File: config.mk
export PLATFORM = sky130hd
export DESIGN_NAME = mc_ctrl_fsm
export DESIGN_NICKNAME = d
export VERILOG_FILES = /design/src/rtl/mcc_pkg.sv /design/src/rtl/mcc_next_state.sv /design/src/rtl/mcc_state_decode.sv /design/src/rtl/mcc_alu_decode.sv /design/src/rtl/mcc_imm_decode.sv /design/src/rtl/mc_ctrl_fsm.sv
export SDC_FILE = /design/constraint.sdc
export NUM_CORES = 1
export LEC_CHECK = 0
export BUFFER_PORTS_ARGS = -buffer_cell sky130_fd_sc_hd__buf_2
export CAP_MARGIN = 30
export CORE_MARGIN = 2
export CORE_UTILIZATION = 25
export DETAILED_ROUTE_END_ITERATION = 8
export SYNTH_ARGS = -nofsm -noshare
export SYNTH_HDL_FRONTEND = slang
export SYNTH_SLANG_ARGS = --single-unit
File: constraint.sdc
create_clock -name clk -period 5.7 [get_ports clk]
set_clock_uncertainty 0.2 [all_clocks]
set_input_delay 1.14 -clock clk [delete_from_list [all_inputs] [get_ports clk]]
set_output_delay 1.14 -clock clk [all_outputs]
set_load 0.01 [all_outputs]
File: src/rtl/mcc_pkg.sv
package mcc_pkg;
    localparam int OPC_W  = 7;
    localparam int F3_W   = 3;
    localparam int ST_W   = 4;
    localparam int SEL_W  = 2;
    localparam int ALUC_W = 3;
    localparam int IMM_W  = 3;

    typedef enum logic [ST_W-1:0] {
        ST_FETCH  = 4'd0,
        ST_DECODE = 4'd1,
        ST_ADDR   = 4'd2,
        ST_LDREAD = 4'd3,
        ST_LDWB   = 4'd4,
        ST_STORE  = 4'd5,
        ST_EXE_R  = 4'd6,
        ST_WB     = 4'd7,
        ST_EXE_I  = 4'd8,
        ST_JUMP   = 4'd9,
        ST_BRANCH = 4'd10,
        ST_JUMP8  = 4'd11
    } state_e;

    typedef enum logic [1:0] {
        AOP_ADD   = 2'b00,
        AOP_SUB   = 2'b01,
        AOP_FUNCT = 2'b10
    } aluop_e;

    localparam logic [OPC_W-1:0] OPC_LOAD  = 7'b0000011;
    localparam logic [OPC_W-1:0] OPC_STORE = 7'b0100011;
    localparam logic [OPC_W-1:0] OPC_ALU_R = 7'b0110011;
    localparam logic [OPC_W-1:0] OPC_ALU_I = 7'b0010011;
    localparam logic [OPC_W-1:0] OPC_JAL   = 7'b1101111;
    localparam logic [OPC_W-1:0] OPC_BEQ   = 7'b1100011;

    // Result select codes
    localparam logic [SEL_W-1:0] RES_ALUREG = 2'b00;
    localparam logic [SEL_W-1:0] RES_MEMDAT = 2'b01;
    localparam logic [SEL_W-1:0] RES_ALULIVE = 2'b10;
    // Operand A codes
    localparam logic [SEL_W-1:0] A_PC    = 2'b00;
    localparam logic [SEL_W-1:0] A_OLDPC = 2'b01;
    localparam logic [SEL_W-1:0] A_REG   = 2'b10;
    // Operand B codes
    localparam logic [SEL_W-1:0] B_REG   = 2'b00;
    localparam logic [SEL_W-1:0] B_IMM   = 2'b01;
    localparam logic [SEL_W-1:0] B_FOUR  = 2'b10;

    typedef struct packed {
        logic             pc_update;
        logic             branch;
        logic             addr_sel;
        logic             mem_we;
        logic             ir_we;
        logic             rf_we;
        logic [SEL_W-1:0] res_sel;
        logic [SEL_W-1:0] a_sel;
        logic [SEL_W-1:0] b_sel;
        aluop_e           alu_op;
    } ctrl_word_t;

    typedef struct packed {
        state_e state;
    } seq_regs_t;
endpackage

File: src/rtl/mcc_next_state.sv
module mcc_next_state
    import mcc_pkg::*;
#(
    parameter logic [OPC_W-1:0] JUMP8_OPC = 7'b1101110
) (
    input  state_e             cur,
    input  logic [OPC_W-1:0]   opcode,
    output state_e             nxt
);
    state_e from_decode;

    always_comb begin
        if (opcode == OPC_LOAD || opcode == OPC_STORE) from_decode = ST_ADDR;
        else if (opcode == OPC_ALU_R)                  from_decode = ST_EXE_R;
        else if (opcode == OPC_ALU_I)                  from_decode = ST_EXE_I;
        else if (opcode == OPC_JAL)                    from_decode = ST_JUMP;
        else if (opcode == OPC_BEQ)                    from_decode = ST_BRANCH;
        else if (opcode == JUMP8_OPC)                  from_decode = ST_JUMP8;
        else                                           from_decode = ST_FETCH;
    end

    always_comb begin
        case (cur)
            ST_FETCH:  nxt = ST_DECODE;
            ST_DECODE: nxt = from_decode;
            ST_ADDR:   nxt = (opcode == OPC_LOAD)  ? ST_LDREAD :
                             (opcode == OPC_STORE) ? ST_STORE  : ST_FETCH;
            ST_LDREAD: nxt = ST_LDWB;
            ST_EXE_R,
            ST_EXE_I,
            ST_JUMP,
            ST_JUMP8:  nxt = ST_WB;
            default:   nxt = ST_FETCH;
        endcase
    end
endmodule

File: src/rtl/mcc_state_decode.sv
module mcc_state_decode
    import mcc_pkg::*;
(
    input  state_e     cur,
    output ctrl_word_t cw
);
    always_comb begin
        cw = '0;
        case (cur)
            ST_FETCH: begin
                cw.ir_we     = 1'b1;
                cw.pc_update = 1'b1;
                cw.res_sel   = RES_ALULIVE;
                cw.a_sel     = A_PC;
                cw.b_sel     = B_FOUR;
            end
            ST_DECODE: begin
                cw.a_sel = A_OLDPC;
                cw.b_sel = B_IMM;
            end
            ST_ADDR: begin
                cw.a_sel = A_REG;
                cw.b_sel = B_IMM;
            end
            ST_LDREAD: cw.addr_sel = 1'b1;
            ST_LDWB: begin
                cw.rf_we   = 1'b1;
                cw.res_sel = RES_MEMDAT;
            end
            ST_STORE: begin
                cw.addr_sel = 1'b1;
                cw.mem_we   = 1'b1;
            end
            ST_EXE_R: begin
                cw.a_sel  = A_REG;
                cw.b_sel  = B_REG;
                cw.alu_op = AOP_FUNCT;
            end
            ST_WB: cw.rf_we = 1'b1;
            ST_EXE_I: begin
                cw.a_sel  = A_REG;
                cw.b_sel  = B_IMM;
                cw.alu_op = AOP_FUNCT;
            end
            ST_JUMP: begin
                cw.pc_update = 1'b1;
                cw.a_sel     = A_OLDPC;
                cw.b_sel     = B_FOUR;
            end
            ST_BRANCH: begin
                cw.branch = 1'b1;
                cw.a_sel  = A_REG;
                cw.b_sel  = B_REG;
                cw.alu_op = AOP_SUB;
            end
            ST_JUMP8: begin
                cw.pc_update = 1'b1;
                cw.a_sel     = A_PC;
                cw.b_sel     = B_FOUR;
            end
            default: cw = '0;
        endcase
    end
endmodule

File: src/rtl/mcc_alu_decode.sv
module mcc_alu_decode
    import mcc_pkg::*;
(
    input  aluop_e            alu_op,
    input  logic [F3_W-1:0]   funct3,
    input  logic              funct7_b5,
    input  logic              opcode_b5,
    output logic [ALUC_W-1:0] alu_ctl
);
    always_comb begin
        case (alu_op)
            AOP_ADD: alu_ctl = 3'b000;
            AOP_SUB: alu_ctl = 3'b001;
            AOP_FUNCT: begin
                case (funct3)
                    3'b000:  alu_ctl = (opcode_b5 && funct7_b5) ? 3'b001 : 3'b000;
                    3'b010:  alu_ctl = 3'b101;
                    3'b110:  alu_ctl = 3'b011;
                    3'b111:  alu_ctl = 3'b010;
                    default: alu_ctl = 3'b000;
                endcase
            end
            default: alu_ctl = 3'b000;
        endcase
    end
endmodule

File: src/rtl/mcc_imm_decode.sv
module mcc_imm_decode
    import mcc_pkg::*;
#(
    parameter logic [OPC_W-1:0] JUMP8_OPC = 7'b1101110
) (
    input  logic [OPC_W-1:0] opcode,
    output logic [IMM_W-1:0] imm_sel
);
    always_comb begin
        if (opcode == OPC_STORE)                         imm_sel = 3'b001;
        else if (opcode == OPC_BEQ)                      imm_sel = 3'b010;
        else if (opcode == OPC_JAL || opcode == JUMP8_OPC) imm_sel = 3'b011;
        else                                             imm_sel = 3'b000;
    end
endmodule

File: src/rtl/mc_ctrl_fsm.sv
module mc_ctrl_fsm
    import mcc_pkg::*;
#(
    parameter logic [OPC_W-1:0] JUMP8_OPC = 7'b1101110
) (
    input  logic              clk,
    input  logic              rst,
    input  logic [OPC_W-1:0]  opcode,
    input  logic [F3_W-1:0]   funct3,
    input  logic              funct7_b5,
    input  logic              alu_zero,
    output logic              pc_we,
    output logic              addr_sel,
    output logic              mem_we,
    output logic              ir_we,
    output logic              rf_we,
    output logic [SEL_W-1:0]  res_sel,
    output logic [SEL_W-1:0]  alu_a_sel,
    output logic [SEL_W-1:0]  alu_b_sel,
    output logic [ALUC_W-1:0] alu_ctl,
    output logic [IMM_W-1:0]  imm_sel
);
    seq_regs_t  regs_d, regs_q;
    state_e     nxt_state;
    ctrl_word_t cw;

    mcc_next_state #(.JUMP8_OPC(JUMP8_OPC)) u_next (
        .cur    (regs_q.state),
        .opcode (opcode),
        .nxt    (nxt_state)
    );

    mcc_state_decode u_word (
        .cur (regs_q.state),
        .cw  (cw)
    );

    mcc_alu_decode u_alu (
        .alu_op    (cw.alu_op),
        .funct3    (funct3),
        .funct7_b5 (funct7_b5),
        .opcode_b5 (opcode[5]),
        .alu_ctl   (alu_ctl)
    );

    mcc_imm_decode #(.JUMP8_OPC(JUMP8_OPC)) u_imm (
        .opcode  (opcode),
        .imm_sel (imm_sel)
    );

    always_comb begin
        regs_d       = regs_q;
        regs_d.state = nxt_state;
        if (rst) regs_d.state = ST_FETCH;
    end

    always_ff @(posedge clk) begin
        regs_q <= regs_d;
    end

    assign pc_we     = cw.pc_update | (cw.branch & alu_zero);
    assign addr_sel  = cw.addr_sel;
    assign mem_we    = cw.mem_we;
    assign ir_we     = cw.ir_we;
    assign rf_we     = cw.rf_we;
    assign res_sel   = cw.res_sel;
    assign alu_a_sel = cw.a_sel;
    assign alu_b_sel = cw.b_sel;


    reset_to_fetch_chk: assert property (@(posedge clk)
        rst |=> (regs_q.state == ST_FETCH));


    fetch_then_decode_chk: assert property (@(posedge clk) disable iff (rst)
        (regs_q.state == ST_FETCH) |=> (regs_q.state == ST_DECODE));


    load_read_then_wb_chk: assert property (@(posedge clk) disable iff (rst)
        (regs_q.state == ST_LDREAD) |=> (regs_q.state == ST_LDWB && rf_we));


    write_enables_exclusive_chk: assert property (@(posedge clk) disable iff (rst)
        $onehot0({mem_we, rf_we, ir_we}));


    jump_then_wb_chk: assert property (@(posedge clk) disable iff (rst)
        (regs_q.state == ST_JUMP) |=> (regs_q.state == ST_WB));


    branch_then_fetch_chk: assert property (@(posedge clk) disable iff (rst)
        (regs_q.state == ST_BRANCH) |=> (regs_q.state == ST_FETCH && ir_we));


    jump8_then_wb_chk: assert property (@(posedge clk) disable iff (rst)
        (regs_q.state == ST_JUMP8) |=> (regs_q.state == ST_WB && rf_we));


    decode_no_write_chk: assert property (@(posedge clk) disable iff (rst)
        (regs_q.state == ST_DECODE) |-> !(mem_we || rf_we || ir_we || pc_we));
endmodule

==> results of run 1 <==
==> placed cells by master (no fill, tap or decap), types with 2 or more instances in the layout <==
cell	Yosys	final
a21boi_1	2	2
a21oi_1	5	5
a31oi_1	2	2
buf_2	0	29
clkbuf_4	0	3
dfxtp_1	4	4
ha_1	2	2
inv_1	4	4
mux2i_1	2	2
nand2_1	3	3
nand2b_1	5	5
nor2_1	11	11
nor3_1	4	4
nor3b_1	2	2
nor4_1	3	3
xnor2_1	2	2
==> layout make-up <==
class	count	share of cell area
multi-input combinational	63	0.584
sequential	4	0.111
clock buffer	3	0.0311
inverter	5	0.0259
timing repair buffer	29	0.200
tap	28	0.0484
==> critical path, stage by stage <==
cell	delay, ns
buf_2	0.11
or3b_4	0.41
nor3b_4	0.28
a31o_1	0.17
buf_2	0.12
==> cells by family after synthesis <==
group                      share of synthesized area
xor gates and xnor gates                      0.0315
other                                        0.00675
buffers and inverters                         0.0946
DFF                                            0.144
and+or+nand+nor                                0.381
AOI/OAI and AO/OA                              0.241
muxes                                         0.0563
adders and majority gates                     0.0450
==> routing by layer <==
| layer | GRT usage | vias up |
|---|---|---|
| li1 | - | 331 |
| met1 | 0.138 | 300 |
| met2 | 0.212 | 18 |
| met3 | 0.0205 | 2 |
| met4 | 0.0541 | 0 |
| met5 | 0 | - |
==> metrics by stage <==
| stage | setup WS (ns) | utilization | power (mW) | cells | hold WS [ns] |
|---|---|---|---|---|---|
| finish | 2.13 | 0.337 | 0.0937 | 132 | 0.530 |
| floorplan | 2.36 | - | 0.0487 | 79 | 0.369 |
| global placement | 2.15 | 0.327 | 0.0587 | 129 | 0.542 |
| CTS | 2.13 | 0.337 | 0.0955 | 132 | 0.532 |
| global route | 1.95 | 0.337 | 0.100 | 132 | 0.600 |
| detailed placement | 2.13 | 0.327 | 0.0591 | 129 | 0.526 |
==> power groups by stage <==
stage               clock network [mW]  logic, mW  registers (mW)
floorplan                            0     0.0189          0.0299
global placement                     0     0.0268          0.0319
detailed placement                   0     0.0271          0.0321
CTS                             0.0367     0.0272          0.0316
global route                    0.0376     0.0306          0.0321
finish                          0.0348     0.0273          0.0317
==> how the worst min path moves through the flow <==
stage          slack (ns)   endpoint  startpoint  depth (start not counted)
5_1_grt              0.60  regs_q[2]   regs_q[1]                          2
2_1_floorplan        0.37  regs_q[3]   regs_q[3]                          2
3_3_place_gp         0.54  regs_q[2]   regs_q[1]                          2
3_5_place_dp         0.53  regs_q[2]   regs_q[1]                          2
4_1_cts              0.53  regs_q[2]   regs_q[1]                          2
6_report             0.53  regs_q[2]   regs_q[1]                          2
==> run_results.csv, run 1 <==
group,metric,value,unit
outcome,status,"finished, final reports clean",
final_layout,fillers,240,
sta,finalSetupTns,0,ns
sta,finalCritPeriodShare,0.626,
clock_tree,numCtsBuffers,3,
floorplanning,die_w,51.1,um
worst_setup_path,crit_end,"imm_sel[0]",
clock_tree,cts_root_buffer,"clkbuf_4",
final_layout,seq_area,80.1,sq um
placed_design,routabilityCongestion,0.772,
grt,grt_pass1_vias,599,
floorplanning,fp-row-count,17,
final_layout,n_antenna_cell,0,
worst_setup_path,required,4.36,ns
grt,grt_usage,0.119,
pwr,swShare,0.299,
synthesis,synth_common_cells,"nor2_1 (11), a21oi_1 (5), nand2b_1 (5)",
routing,met2_wirelength,703,um
pwr,p_sw,28.0,uW
synthesis,synth_top_flop_cell,"dfxtp_1",
worst_setup_path,reg2reg_depth,3,
floorplanning,design.die.area,0.00262,sq mm
final_layout,top_regs,"regs_q (4)",
placed_design,place_area,702,sq um
floorplanning,die_y,51.1,um
floorplanning,start_util,0.259,
worst_setup_path,rr_startpoint,"regs_q[0]",
flow_run,drv_cap,0,
routing,post-route-drc-count,0,
worst_setup_path,worstPathMaxFanout,5,
routing,wl_met1,642,um
routing,top_layer,"met4",
pwr,combinationalPowerShare,0.291,
final_layout,drive_above_1_share,0.365,
synthesis,synth_fp_nets,95,
synthesis,synth_top_area_frac,0.144,
synthesis,synth_area,556,sq um
sta,setup_viol,0,
worst_setup_path,start_kind,"primary input",
clock_tree,cts_num_sinks,4,
final_layout,largest_reg_flops,4,
routing,postRouteAntennaNets,0,
placed_design,port_buffers,29,
sta,finalCriticalPeriod,3.57,ns
clock_tree,clkSlewWorstSetupHoldPaths,0.04,ns
synthesis,yosysMostFrequentCell,"nor2_1",
routing,routed_wl,1430,um
floorplanning,io-pin-count,31,
worst_setup_path,worstPathArrival,2.23,ns
placed_design,dpl.hpwl,1100,um
pwr,p_int,65.7,uW
worst_setup_path,worst_setup_path_end_kind,"output pin",
worst_setup_path,path_class,"in2out",
clock_tree,cts.path.max_buffers,2,
grt,grt_max_degree,15,
grt,grt_pass1_wl,2420,um
synthesis,synth_seq_area_share,0.144,
worst_setup_path,startpoint,"opcode[3]",
final_layout,top_register,"regs_q",
pwr,vdd_drop_max,0.0636,mV
pwr,pwr-share-seq,0.338,
clock_tree,post_cts_resized,0,
clock_tree,cts_setup_buffers,0,
grt,grt-ovfl-total,0,
worst_setup_path,rr_endpoint,"regs_q[1]",
grt,antenna_found_initial,0,
synthesis,yosysTopAreaCell,"dfxtp_1",
sta,rsz0062_at_grt,"false",
clock_tree,tritoncts,"built",
final_layout,multiInputGateArea,423,sq um
synthesis,synth.avg_cell_area,7.03,sq um
sta,slew_viol_final,0,
routing,via_per_inst,4.93,
synthesis,synth-seq-cells,4,
pwr,leakage,0.326,nW
final_layout,areaGrowthSynthToFinish,30.4,%
clock_tree,cts.hold.buffers_added,0,
synthesis,synth_cell_types,38,
routing,drtIter0Drc,15,
synthesis,synthArstFlopShare,0,
pwr,power_density,129,mW/mm^2
synthesis,synth_warnings,0,
final_layout,nets,122,
routing,wl_per_cell,10.8,um
pwr,power_frac_clock,0.371,
routing,dr.pass1.iters,4,
sta,fmax,0.280,GHz
final_layout,fin_area,724,sq um
clock_tree,cts_max_level,1,
sta,finalHoldViolations,0,
synthesis,synth-edff-count,0,
routing,met3_length,80,um
synthesis,synth.area.top_cells,"dfxtp_1 (14%), nor2_1 (7.4%), nand2b_1 (5.6%), a21oi_1 (4.5%), ha_1 (4.5%)",
synthesis,syn_inst,79,
floorplanning,core_area,0.00215,sq mm
worst_hold_path,min_path_type,"reg2reg",
worst_setup_path,rrSetupSlack,3.97,ns
routing,via_count,651,
clock_tree,clkLatencyLatePin,0.23,ns
Note: power is estimated with default switching activity, not from simulation.
==> inputs of run 2 (changes only) <==
Clock period 5.7 ns to 2.9 ns, I/O delays scaled along.
==> run_results.csv, run 2 (synthesis results as in run 1) <==
group,metric,value,unit
worst_hold_path,min_path_type,"in2reg",
grt,grt_pass1_wl,2370,um
clock_tree,numCtsBuffers,3,
outcome,status,"finished, final reports clean",
worst_setup_path,required,2.12,ns
placed_design,dpl.hpwl,1160,um
clock_tree,post_cts_resized,0,
routing,postRouteAntennaNets,0,
sta,slew_viol_final,0,
routing,via_count,646,
sta,whs,0.385,ns
final_layout,largest_reg_flops,4,
final_layout,drive_above_1_share,0.383,
sta,setup_viol,0,
routing,via_per_inst,4.79,
pwr,power_density,250,mW/mm^2
clock_tree,cts_num_sinks,4,
worst_setup_path,start_kind,"flip-flop",
sta,finalCriticalPeriod,2.71,ns
worst_setup_path,path_class,"reg2out",
clock_tree,cts_max_level,1,
floorplanning,die_w,51.1,um
routing,wl_per_cell,10.9,um
pwr,leakage,0.342,nW
placed_design,routabilityCongestion,0.777,
grt,grt_pass1_vias,572,
routing,post-route-drc-count,0,
placed_design,port_buffers,29,
floorplanning,design.die.area,0.00262,sq mm
floorplanning,start_util,0.259,
clock_tree,clkSlewWorstSetupHoldPaths,0.04,ns
clock_tree,tritoncts,"built",
worst_setup_path,worst_setup_path_end_kind,"output pin",
pwr,vdd_drop_max,0.0874,mV
worst_setup_path,worstPathMaxFanout,12,
final_layout,top_register,"regs_q",
floorplanning,io-pin-count,31,
final_layout,fillers,235,
floorplanning,fp-row-count,17,
grt,antenna_found_initial,0,
sta,fmax,0.369,GHz
final_layout,n_antenna_cell,0,
routing,routed_wl,1470,um
clock_tree,clkLatencyLatePin,0.24,ns
grt,grt_usage,0.119,
routing,drtIter0Drc,7,
final_layout,layout_commonest_cell,"buf_2",
routing,dr.pass1.iters,4,
floorplanning,core_area,0.00215,sq mm
sta,finalSetupTns,0,ns
final_layout,areaGrowthSynthToFinish,34.5,%
clock_tree,cts_setup_buffers,0,
final_layout,nets,125,
sta,finalCritPeriodShare,0.935,
clock_tree,cts.hold.buffers_added,0,
final_layout,top_regs,"regs_q (4)",
grt,grt-ovfl-total,0,
flow_run,drv_cap,0,
final_layout,layout_common_cells,"buf_2 (29), nor2_1 (11), nand2b_1 (5), a21oi_1 (5)",
worst_setup_path,worstPathArrival,1.93,ns
sta,finalHoldViolations,0,
clock_tree,cts.path.max_buffers,2,
floorplanning,die_y,51.1,um
grt,grt_max_degree,14,
clock_tree,cts_root_buffer,"clkbuf_4",
sta,rsz0062_at_grt,"false",
==> run 2: cell count changes in the layout (fill, tap and decap cells not counted), sizes merged <==
| cell | before | now |
|---|---|---|
| buf | 29 | 32 |
==> run 2: worst paths after layout <==
| check | slack, ns | depth (start not counted) | to | startpoint |
|---|---|---|---|---|
| setup / recovery | 0.19 | 7 | alu_ctl[0] | regs_q[1] |
| hold / removal | 0.39 | 2 | regs_q[2] | rst |
| setup reg to reg | 1.24 | 4 | regs_q[2] | regs_q[1] |
| hold reg to reg | 0.55 | 3 | regs_q[3] | regs_q[3] |
==> run 2: metal layers <==
layer / GRT usage / routed length, um / part of all wire
met1: 0.142 / 668 / 0.45
met2: 0.203 / 706 / 0.48
met3: 0.0263 / 70 / 0.048
met4: 0.0541 / 24 / 0.016
met5: 0 / 0 / 0
==> run 2: per-stage QoR <==
step / util / total power, mW / instance area, sq um / setup slack (ns) / std cells
after floorplan: - / 0.0958 / 556 / 0.459 / 79
after global placement: 0.337 / 0.117 / 724 / 0.432 / 132
after detailed placement: 0.337 / 0.118 / 724 / 0.432 / 132
after CTS: 0.348 / 0.190 / 747 / 0.172 / 135
after global routing: 0.348 / 0.201 / 747 / 0.00848 / 135
final: 0.348 / 0.187 / 747 / 0.190 / 135
==> run 2: final cells by class <==
type                            count  area [sq um]  share of cell area
Clock buffer                        3          22.5              0.0302
Inverter                            5          18.8              0.0251
Multi-Input combinational cell     63           423               0.566
Sequential cell                     4          80.1               0.107
Tap cell                           28          35.0              0.0469
Timing Repair Buffer               32           168               0.224
==> run 2: power breakdown <==
part | switching [mW] | leakage, nW | internal, mW
sequential | 0.00116 | 0.0326 | 0.0569
clock | 0.0230 | 0.0138 | 0.0463
combinational | 0.0318 | 0.295 | 0.0276
total | 0.0559 | 0.342 | 0.131
==> run 2: worst max-delay path, stage by stage, from the launching register on <==
cell      delay [ns]
dfxtp_1         0.55
nand2b_1        0.27
nor2_1          0.25
inv_1           0.07
ha_1            0.21
a31oi_1         0.16
nor2_1          0.05
buf_2           0.13
==> inputs of run 3 (changes only) <==
Settings changed: REMOVE_ABC_BUFFERS set to 1.
==> run_results.csv, run 3 (synthesis results as in run 1) <==
group,metric,value,unit
sta,finalHoldViolations,0,
grt,grt_max_degree,14,
final_layout,drive_above_1_share,0.389,
clock_tree,cts_num_sinks,4,
worst_setup_path,cp.depth,7,
clock_tree,clkSlewWorstSetupHoldPaths,0.04,ns
routing,routed_wl,1350,um
final_layout,largest_reg_flops,4,
placed_design,dpl.hpwl,1110,um
sta,fmax,0.369,GHz
clock_tree,post_cts_resized,0,
flow_run,drv_cap,0,
pwr,leakage,0.346,nW
worst_setup_path,worst_setup_path_end_kind,"output pin",
grt,grt_usage,0.113,
worst_setup_path,cp_top_family,"simple AND/OR/NAND/NOR gates",
sta,finalSetupTns,0,ns
worst_setup_path,worstPathMaxFanout,4,
final_layout,layout_commonest_cell,"buf_2",
clock_tree,numCtsBuffers,3,
clock_tree,cts_max_level,1,
worst_setup_path,reg2reg_depth,3,
worst_setup_path,cp.buffers_inverters,2,
placed_design,port_buffers,29,
pwr,power_density,246,mW/mm^2
routing,drtIter0Drc,16,
final_layout,top_regs,"regs_q (4)",
worst_setup_path,start_kind,"flip-flop",
floorplanning,fp-row-count,17,
worst_hold_path,min_path_type,"in2reg",
clock_tree,clkLatencyLatePin,0.23,ns
sta,slew_viol_final,0,
final_layout,nets,126,
routing,via_per_inst,4.71,
pwr,vdd_drop_max,0.0789,mV
sta,setup_viol,0,
routing,wl_per_cell,9.94,um
final_layout,n_antenna_cell,0,
worst_setup_path,slowest_delay,0.30,ns
grt,grt-ovfl-total,0,
worst_setup_path,worstPathArrival,1.93,ns
floorplanning,die_y,51.1,um
grt,antenna_found_initial,0,
routing,via_count,641,
placed_design,dp.cells,133,
floorplanning,design.die.area,0.00262,sq mm
outcome,status,"finished, final reports clean",
worst_setup_path,required,2.12,ns
worst_hold_path,hold_end,"regs_q[2]",
floorplanning,io-pin-count,31,
routing,post-route-drc-count,0,
clock_tree,cts.hold.buffers_added,0,
placed_design,routabilityCongestion,0.815,
worst_setup_path,rr_startpoint,"regs_q[1]",
clock_tree,tritoncts,"built",
grt,grt_pass1_vias,555,
routing,postRouteAntennaNets,0,
worst_setup_path,crit_chain,"nand2b_1, or2_2, a21oi_1, inv_2, ha_1, nor3b_1, buf_2",
grt,grt_pass1_wl,2230,um
sta,finalCritPeriodShare,0.934,
floorplanning,core_area,0.00215,sq mm
worst_setup_path,cp_slowest_cell,"or2_2",
final_layout,areaGrowthSynthToFinish,35.8,%
worst_setup_path,path_class,"reg2out",
routing,dr.pass1.iters,4,
sta,rsz0062_at_grt,"false",
floorplanning,start_util,0.259,
final_layout,fin_cells,136,
final_layout,top_register,"regs_q",
clock_tree,cts.path.max_buffers,2,
worst_setup_path,rr_endpoint,"regs_q[0]",
final_layout,post-route-util,0.351,
worst_hold_path,holdCritStartpoint,"rst",
final_layout,layout_common_cells,"buf_2 (29), nor2_1 (11), nand2b_1 (5), a21oi_1 (5)",
clock_tree,cts_setup_buffers,0,
sta,finalCriticalPeriod,2.71,ns
floorplanning,die_w,51.1,um
clock_tree,cts_root_buffer,"clkbuf_4",
worst_setup_path,rrSetupSlack,1.28,ns
worst_hold_path,hold_path_depth,2,
==> run 3: cell types whose count changed in the layout (fill, tap and decap cells not counted) <==
| cell | change |
|---|---|
| buf_4 | +1 |
==> run 3: worst max-delay path by stage <==
stage / startpoint / endpoint / slack, ns
after global routing: regs_q[2] / alu_ctl[1] / 0.06
after floorplan: regs_q[3] / alu_ctl[1] / 0.34
after CTS: regs_q[2] / alu_ctl[1] / 0.18
after global placement: opcode[3] / imm_sel[0] / 0.45
after detailed placement: regs_q[2] / alu_ctl[1] / 0.44
final: regs_q[2] / alu_ctl[1] / 0.19
==> run 3: through the flow <==
step / setup slack [ns] / hold slack (ns) / total power [mW] / instance area [sq um]
after global routing: 0.0616 / 0.377 / 0.201 / 754
after CTS: 0.176 / 0.370 / 0.188 / 754
final: 0.192 / 0.378 / 0.186 / 754
after global placement: 0.453 / 0.522 / 0.118 / 732
after floorplan: 0.338 / 0.453 / 0.0909 / 522
after detailed placement: 0.440 / 0.529 / 0.118 / 732
==> run 3: where the power goes <==
group          total (mW)  leakage [nW]  internal (mW)  switching (mW)
clock network      0.0686        0.0138         0.0463          0.0224
registers          0.0581        0.0326         0.0569         0.00117
logic              0.0592         0.299         0.0278          0.0314
total               0.186         0.346          0.131          0.0549
==> run 3: area by class of cell <==
| type | count | area [sq um] |
|---|---|---|
| well taps | 28 | 35.0 |
| flip-flops and latches | 4 | 80.1 |
| multi-input cells | 63 | 423 |
| clock buffers | 3 | 22.5 |
| inverters | 5 | 18.8 |
| repair buffers | 33 | 175 |
| fillers | 238 | 1390 |
==> run 3: metal layers <==
layer	vias up	wire length (um)	GRT usage	share of wire
met2	16	608	0.177	0.45
met5	-	0	0	0
met4	0	17	0.0541	0.013
met1	286	641	0.138	0.47
li1	337	-	-	-
met3	2	86	0.0351	0.064
==> run 3: worst reg2reg max path, stage by stage, from the launching register on <==
cell      delay, ns
dfxtp_1        0.54
nand2b_1       0.31
nor4_1         0.09
a221o_1        0.35
